<file path="src/rtl/rwc_pkg.sv">
package rwc_pkg;
    typedef enum logic [1:0] {
        ST_IDLE   = 2'd0,
        ST_LOAD   = 2'd1,
        ST_STREAM = 2'd2
    } rwc_state_e;
endpackage

</file>
<file path="src/rtl/rwc_fsm.sv">
module rwc_fsm
    import rwc_pkg::*;
(
    input  logic       clk,
    input  logic       rst_n,
    input  logic       cpu_cs,
    input  logic       cpu_seq,
    output rwc_state_e state,
    output logic       hit,
    output logic       stall
);
    rwc_state_e state_nx;

    always_ff @(posedge clk or negedge rst_n) begin
        if (!rst_n) state <= ST_IDLE;
        else        state <= state_nx;
    end

    always_comb begin
        hit      = 1'b0;
        stall    = 1'b0;
        state_nx = state;
        if (!cpu_cs) begin
            state_nx = ST_IDLE;                 // GO_IDLE
        end else begin
            unique case (state)
                ST_IDLE:   begin stall = 1'b1; state_nx = ST_LOAD; end
                ST_LOAD:   begin hit = 1'b1;   state_nx = ST_STREAM; end
                ST_STREAM: begin
                    if (cpu_seq) begin hit = 1'b1;   state_nx = ST_STREAM; end
                    else         begin stall = 1'b1; state_nx = ST_LOAD;   end
                end
                default:   begin stall = 1'b1; state_nx = ST_LOAD; end
            endcase
        end
    end

    // a request straight out of idle always stalls
    a_r3_idle_miss: assert property (@(posedge clk) disable iff (!rst_n)
        (state == ST_IDLE && cpu_cs) |-> stall);
    // a stall is never followed by a second stall on the held request
    a_r4_one_stall: assert property (@(posedge clk) disable iff (!rst_n)
        stall |=> (!cpu_cs || !stall));
endmodule

</file>
<file path="src/rtl/rwc_addr_path.sv">
module rwc_addr_path #(
    parameter int ADDR_W = 18
) (
    input  logic              clk,
    input  logic              rst_n,
    input  logic              cpu_cs,
    input  logic              hit,
    input  logic              stall,
    input  logic [ADDR_W-1:0] cpu_addr,
    output logic [ADDR_W-1:0] rom_addr,
    output logic              rom_cs
);
    localparam logic [ADDR_W-1:0] ONE = {{(ADDR_W-1){1'b0}}, 1'b1};

    logic [ADDR_W-1:0] addr_inc;
    logic [ADDR_W-1:0] addr_nx;

    assign addr_inc = rom_addr + ONE;

    always_comb begin
        addr_nx = rom_addr;
        if (stall)    addr_nx = cpu_addr;
        else if (hit) addr_nx = addr_inc;
    end

    always_ff @(posedge clk or negedge rst_n) begin
        if (!rst_n) begin
            rom_addr <= '0;
            rom_cs   <= 1'b0;
        end else begin
            rom_addr <= addr_nx;
            rom_cs   <= cpu_cs;
        end
    end

    // a stalled address reaches the ROM register at the next edge
    a_r4_load: assert property (@(posedge clk) disable iff (!rst_n)
        stall |=> (rom_addr == $past(cpu_addr)));
    // an accepted fetch advances the ROM address by one
    a_r6_incr: assert property (@(posedge clk) disable iff (!rst_n)
        hit |=> (rom_addr == $past(rom_addr) + ONE));
endmodule

</file>
<file path="src/rtl/rwc_rdata_hold.sv">
module rwc_rdata_hold #(
    parameter int DATA_W = 32
) (
    input  logic              clk,
    input  logic              rst_n,
    input  logic              hit,
    input  logic [DATA_W-1:0] rom_rdata,
    output logic [DATA_W-1:0] cpu_rdata
);
    logic [DATA_W-1:0] last_q;

    always_ff @(posedge clk or negedge rst_n) begin
        if (!rst_n)   last_q <= '0;
        else if (hit) last_q <= rom_rdata;
    end

    assign cpu_rdata = hit ? rom_rdata : last_q;

    // without an acceptance the returned word holds
    a_r9_hold: assert property (@(posedge clk) disable iff (!rst_n)
        !hit |-> $stable(cpu_rdata));
endmodule

</file>
<file path="src/rtl/rom_wait_ctrl.sv">
module rom_wait_ctrl
    import rwc_pkg::*;
#(
    parameter int ADDR_W = 18,
    parameter int DATA_W = 32
) (
    input  logic              clk,
    input  logic              rst_n,
    input  logic [ADDR_W-1:0] cpu_addr,
    input  logic              cpu_cs,
    input  logic              cpu_seq,
    output logic [DATA_W-1:0] cpu_rdata,
    output logic              cpu_wait,
    output logic [ADDR_W-1:0] rom_addr,
    output logic              rom_cs,
    input  logic [DATA_W-1:0] rom_rdata
);
    rwc_state_e state;
    logic       hit;
    logic       stall;

    rwc_fsm u_fsm (
        .clk     (clk),
        .rst_n   (rst_n),
        .cpu_cs  (cpu_cs),
        .cpu_seq (cpu_seq),
        .state   (state),
        .hit     (hit),
        .stall   (stall)
    );

    rwc_addr_path #(.ADDR_W(ADDR_W)) u_addr (
        .clk      (clk),
        .rst_n    (rst_n),
        .cpu_cs   (cpu_cs),
        .hit      (hit),
        .stall    (stall),
        .cpu_addr (cpu_addr),
        .rom_addr (rom_addr),
        .rom_cs   (rom_cs)
    );

    rwc_rdata_hold #(.DATA_W(DATA_W)) u_hold (
        .clk       (clk),
        .rst_n     (rst_n),
        .hit       (hit),
        .rom_rdata (rom_rdata),
        .cpu_rdata (cpu_rdata)
    );

    assign cpu_wait = stall;

    // nonsequential request while streaming stalls
    a_r2_nonseq_wait: assert property (@(posedge clk) disable iff (!rst_n)
        (state == ST_STREAM && cpu_cs && !cpu_seq) |-> cpu_wait);
    // first request after an idle cycle stalls
    a_r3_after_idle: assert property (@(posedge clk) disable iff (!rst_n)
        (cpu_cs && !$past(cpu_cs)) |-> cpu_wait);
    // idle cycles never stall and keep the ROM address
    a_r7_idle: assert property (@(posedge clk) disable iff (!rst_n)
        !cpu_cs |-> (!cpu_wait ##1 $stable(rom_addr)));
    // ROM chip select follows the request one cycle later
    a_r8_cs_on: assert property (@(posedge clk) disable iff (!rst_n)
        cpu_cs |=> rom_cs);
    a_r8_cs_off: assert property (@(posedge clk) disable iff (!rst_n)
        !cpu_cs |=> !rom_cs);
    // an accepted fetch always reads with the ROM selected
    a_r8_read_sel: assert property (@(posedge clk) disable iff (!rst_n)
        (cpu_cs && !cpu_wait) |-> rom_cs);
endmodule

</file>
<file path="config.mk">
export PLATFORM = sky130hd
export DESIGN_NAME = rom_wait_ctrl
export DESIGN_NICKNAME = d
export VERILOG_FILES = /design/src/rtl/rwc_pkg.sv /design/src/rtl/rwc_fsm.sv /design/src/rtl/rwc_addr_path.sv /design/src/rtl/rwc_rdata_hold.sv /design/src/rtl/rom_wait_ctrl.sv
export SDC_FILE = /design/constraint.sdc
export NUM_CORES = 1
export LEC_CHECK = 0
export ABC_AREA = 1
export BUFFER_PORTS_ARGS = -buffer_cell sky130_fd_sc_hd__buf_4
export CAP_MARGIN = 40
export CORE_ASPECT_RATIO = 1.75
export CORE_MARGIN = 2
export CORE_UTILIZATION = 39
export CTS_BUF_LIST = sky130_fd_sc_hd__clkbuf_4
export DETAILED_ROUTE_END_ITERATION = 7
export PLACE_DENSITY_LB_ADDON = 0.12
export SLEW_MARGIN = 20
export SYNTH_ARGS = -nofsm -noshare
export SYNTH_HDL_FRONTEND = slang
export SYNTH_SLANG_ARGS = --single-unit
</file>
<file path="constraint.sdc">
create_clock -name clk -period 3.7 [get_ports clk]
set_clock_uncertainty 0.1 [all_clocks]
set_input_delay 0.37 -clock clk [delete_from_list [all_inputs] [get_ports clk]]
set_output_delay 0.37 -clock clk [all_outputs]
set_load 0.02 [all_outputs]
</file>
==> results.cfg <==
[run_status]
outcome = finished clean

[drt]
vias_per_cell = 4.76
dr.pass1.iters = 4
avgRoutedWirePerCell_um = 13.2
vias = 2508
ant_nets = 0
drtIter0Drc = 175
drc = 0
wirelength_um = 6930

[setup_path]
endpoint_kind = output port
cp.required_ns = 3.23
cp.arrival_ns = 2.13
crit_type = reg -> out
cp_cell_sequence = inv_1, ha_1, nand2_1, nand3_2, inv_2, buf_4
crit_family = buffers and inverters
r2r-start = u_fsm.state[0]$_DFF_PN0_
crit_slowest_cell = inv_2
slowest_delay_ns = 0.42
crit_path_start = u_fsm.state[0]$_DFF_PN0_
r2r_slack_ns = 1.52
cp-start-kind = flip-flop
crit_path_max_fanout = 25
critPathBufInv = 3

[synthesis]
synth_fa_ha_area_share_pct = 1.44
ys_types = 26
ys_warn_count = 0
synth_top_family_by_area = simple AND/OR/NAND/NOR gates
netlist_instances = 341
synth_edf_count = 0
syn_area_per_cell_um2 = 7.65
yosysSeqAreaShare_pct = 50.9
yosys.area_share.simple_pct = 35.2
synth_compound_area_share_pct = 4.61
ys.flop_type = dfrtp_1
yosys_register_bits = 53
async_flop_share_pct = 100
syn_nets = 398
synth_xor_area_share_pct = 1.68
yosys-mux-area-fraction_pct = 0
synth_area_um2 = 2610

[layout]
layout_commonest_cell = nand2_1
final_net_count = 501
nFillCells = 681
drive_gt1_share_pct = 29.2
final_cells = 527
syn_to_final_growth_pct = 34.4
final_cell_mix = nand2_1 (153), buf_4 (106), dfrtp_1 (53), nor2_1 (30), inv_1 (20)
antenna_cells = 0

[power_and_ir_drop]
pwr-share-comb_pct = 47.5
p_sw_uw = 926
clkPwrFrac_pct = 11.6
leakagePower_nw = 1.90
power_density_nw_per_um2 = 626
netSwitchingFraction_pct = 42.2
p_int_mw = 1.27
ir_worst_vdd_uv = 439
p_total_mw = 2.19
p_seq_share_pct = 40.9

[global_routing]
grt_use_met3_pct = 4.31
grt_util_all_layers_pct = 19.5
grt.met2_usage_pct = 34.8
first_global_vias = 2431
grt_busiest_layer = met2
antenna_found_initial = 0
grt_pass1_wl_um = 11200
met1_usage_pct = 21.7
grt_overflow = 0
grt_max_degree = 54

[sta]
rsz0062_at_grt = no
worst_slew_pin_slew_ns = 0.677
finalCriticalPeriod_ns = 2.60
relSlewSlack_pct = 54.9
finalHoldViolations = 0
hold-worst-slack_ns = 0.0777
drv_slew = 0
setup_tns_ns = 0
post-route-period-util_pct = 70.3
setup-violations-final = 0
fmax_mhz = 385

[place]
place.gp.congestion = 0.829
port_buffers = 105
dp_cells = 517
hpwl_um = 5100

[floorplan]
die_w_um = 65.8
initial_core_util_pct = 40.2
pin_count = 106
die_y_um = 112
die_area_um2 = 7380
std_cell_rows = 39
core_um2 = 6490

[flow_run]
maxCapViolCount = 0

[cts]
clk_latency_ns = 0.39
cts-root-to-sink-buffers = 2
cts.sinks = 53
cts_tree = yes
cts.clk_slew.worst_paths_ns = 0.17
cts-root-buf = clkbuf_4
htreeDepth = 2
cts_buffers = 5

[min_path]
hold_class = in -> reg
worstHoldStart = cpu_addr[0]
==> kinds of logic (layout without fill, tap and decap cells) <==
family,after synthesis,count (layout)
fa+ha+maj,3,3
buf+inv,36,140
compound gates,22,22
flops,53,53
xor+xnor,5,5
simple gates,222,222
==> cell usage after synthesis (3+ instances only) <==
master     n  share of area [%]
inv_1     20                2.9
nor2_2     6                1.4
nor2_1    30                4.3
buf_2      9                1.7
dfrtp_1   53                 51
xor2_1     4                1.3
nand2_2    5                1.2
ha_1       3                1.4
nor3_1     3               0.58
inv_2      3               0.43
o21ai_0    7                1.3
o21ai_1    6                1.2
nand2_1  153                 22
o22ai_1    4               0.96
nand3_1   19                3.6
a21oi_1    3               0.58
==> stage by stage <==
stage | instance area (um2) | worst slack, ns | util (%)
final | 3500 | 1.10 | 54.0
after global routing | 3500 | 0.910 | 54.0
after CTS | 3500 | 1.06 | 54.0
after detailed placement | 3430 | 1.48 | 52.9
after global placement | 3430 | 1.54 | 52.9
after floorplan | 2610 | 1.84 | -
==> worst register-to-register path, delay by kind of cell (launching register included) <==
kind	cells	cell delay, ns
AOI/OAI and AO/OA	1	0.08
buffers and inverters	3	0.70
adders and majority gates	1	0.20
DFF	1	0.38
and+or+nand+nor	6	0.64
==> power groups by stage <==
stage | registers [mW] | logic [mW] | clock network, mW
floorplan | 0.948 | 0.545 | 0
global placement | 0.906 | 1.05 | 0
detailed placement | 0.911 | 1.05 | 0
CTS | 0.899 | 1.06 | 0.266
global route | 0.921 | 1.14 | 0.286
finish | 0.898 | 1.04 | 0.255
==> state kept, by name (all words and copies together), names as in the netlist <==
name / cells
u_fsm.state: 2
u_hold.last_q: 32
u_addr.rom_addr: 18
u_addr.rom_cs: 1
==> worst paths after layout <==
kind | end | cells after the start
worst max-delay path | cpu_wait | 6
worst min-delay path | u_addr.rom_addr[0]$_DFFE_PN0P_ | 3
worst max register to register | u_addr.rom_addr[14]$_DFFE_PN0P_ | 11
worst min register to register | u_hold.last_q[30]$_DFF_PN0_ | 2
max in group asynchronous | u_hold.last_q[1]$_DFF_PN0_ | 2
min in group asynchronous | u_addr.rom_addr[16]$_DFFE_PN0P_ | 2
==> final cells by class <==
type,instances,area (um2),area share (%)
Multi-Input combinational cell,252,1120,31.9
Sequential cell,53,1330,37.8
Timing Repair Buffer,108,816,23.3
Tap cell,82,103,2.93
Clock inverter,3,12.5,0.357
Clock buffer,5,37.5,1.07
Inverter,24,91.3,2.61
==> what timing repair did <==
action / CTS / global route
endpoints found under the hold margin: 54 / 0
buffers inserted: 0 / 0
hold buffers: 2 / 0
gates resized for setup: 0 / 0
==> routing by layer <==
layer / part of all wire, % / wire (um)
met1: 37 / 2600
met5: 0 / 0
met3: 5.5 / 378
met4: 1.6 / 109
met2: 56 / 3850
Note: power is estimated with default switching activity, not from simulation.
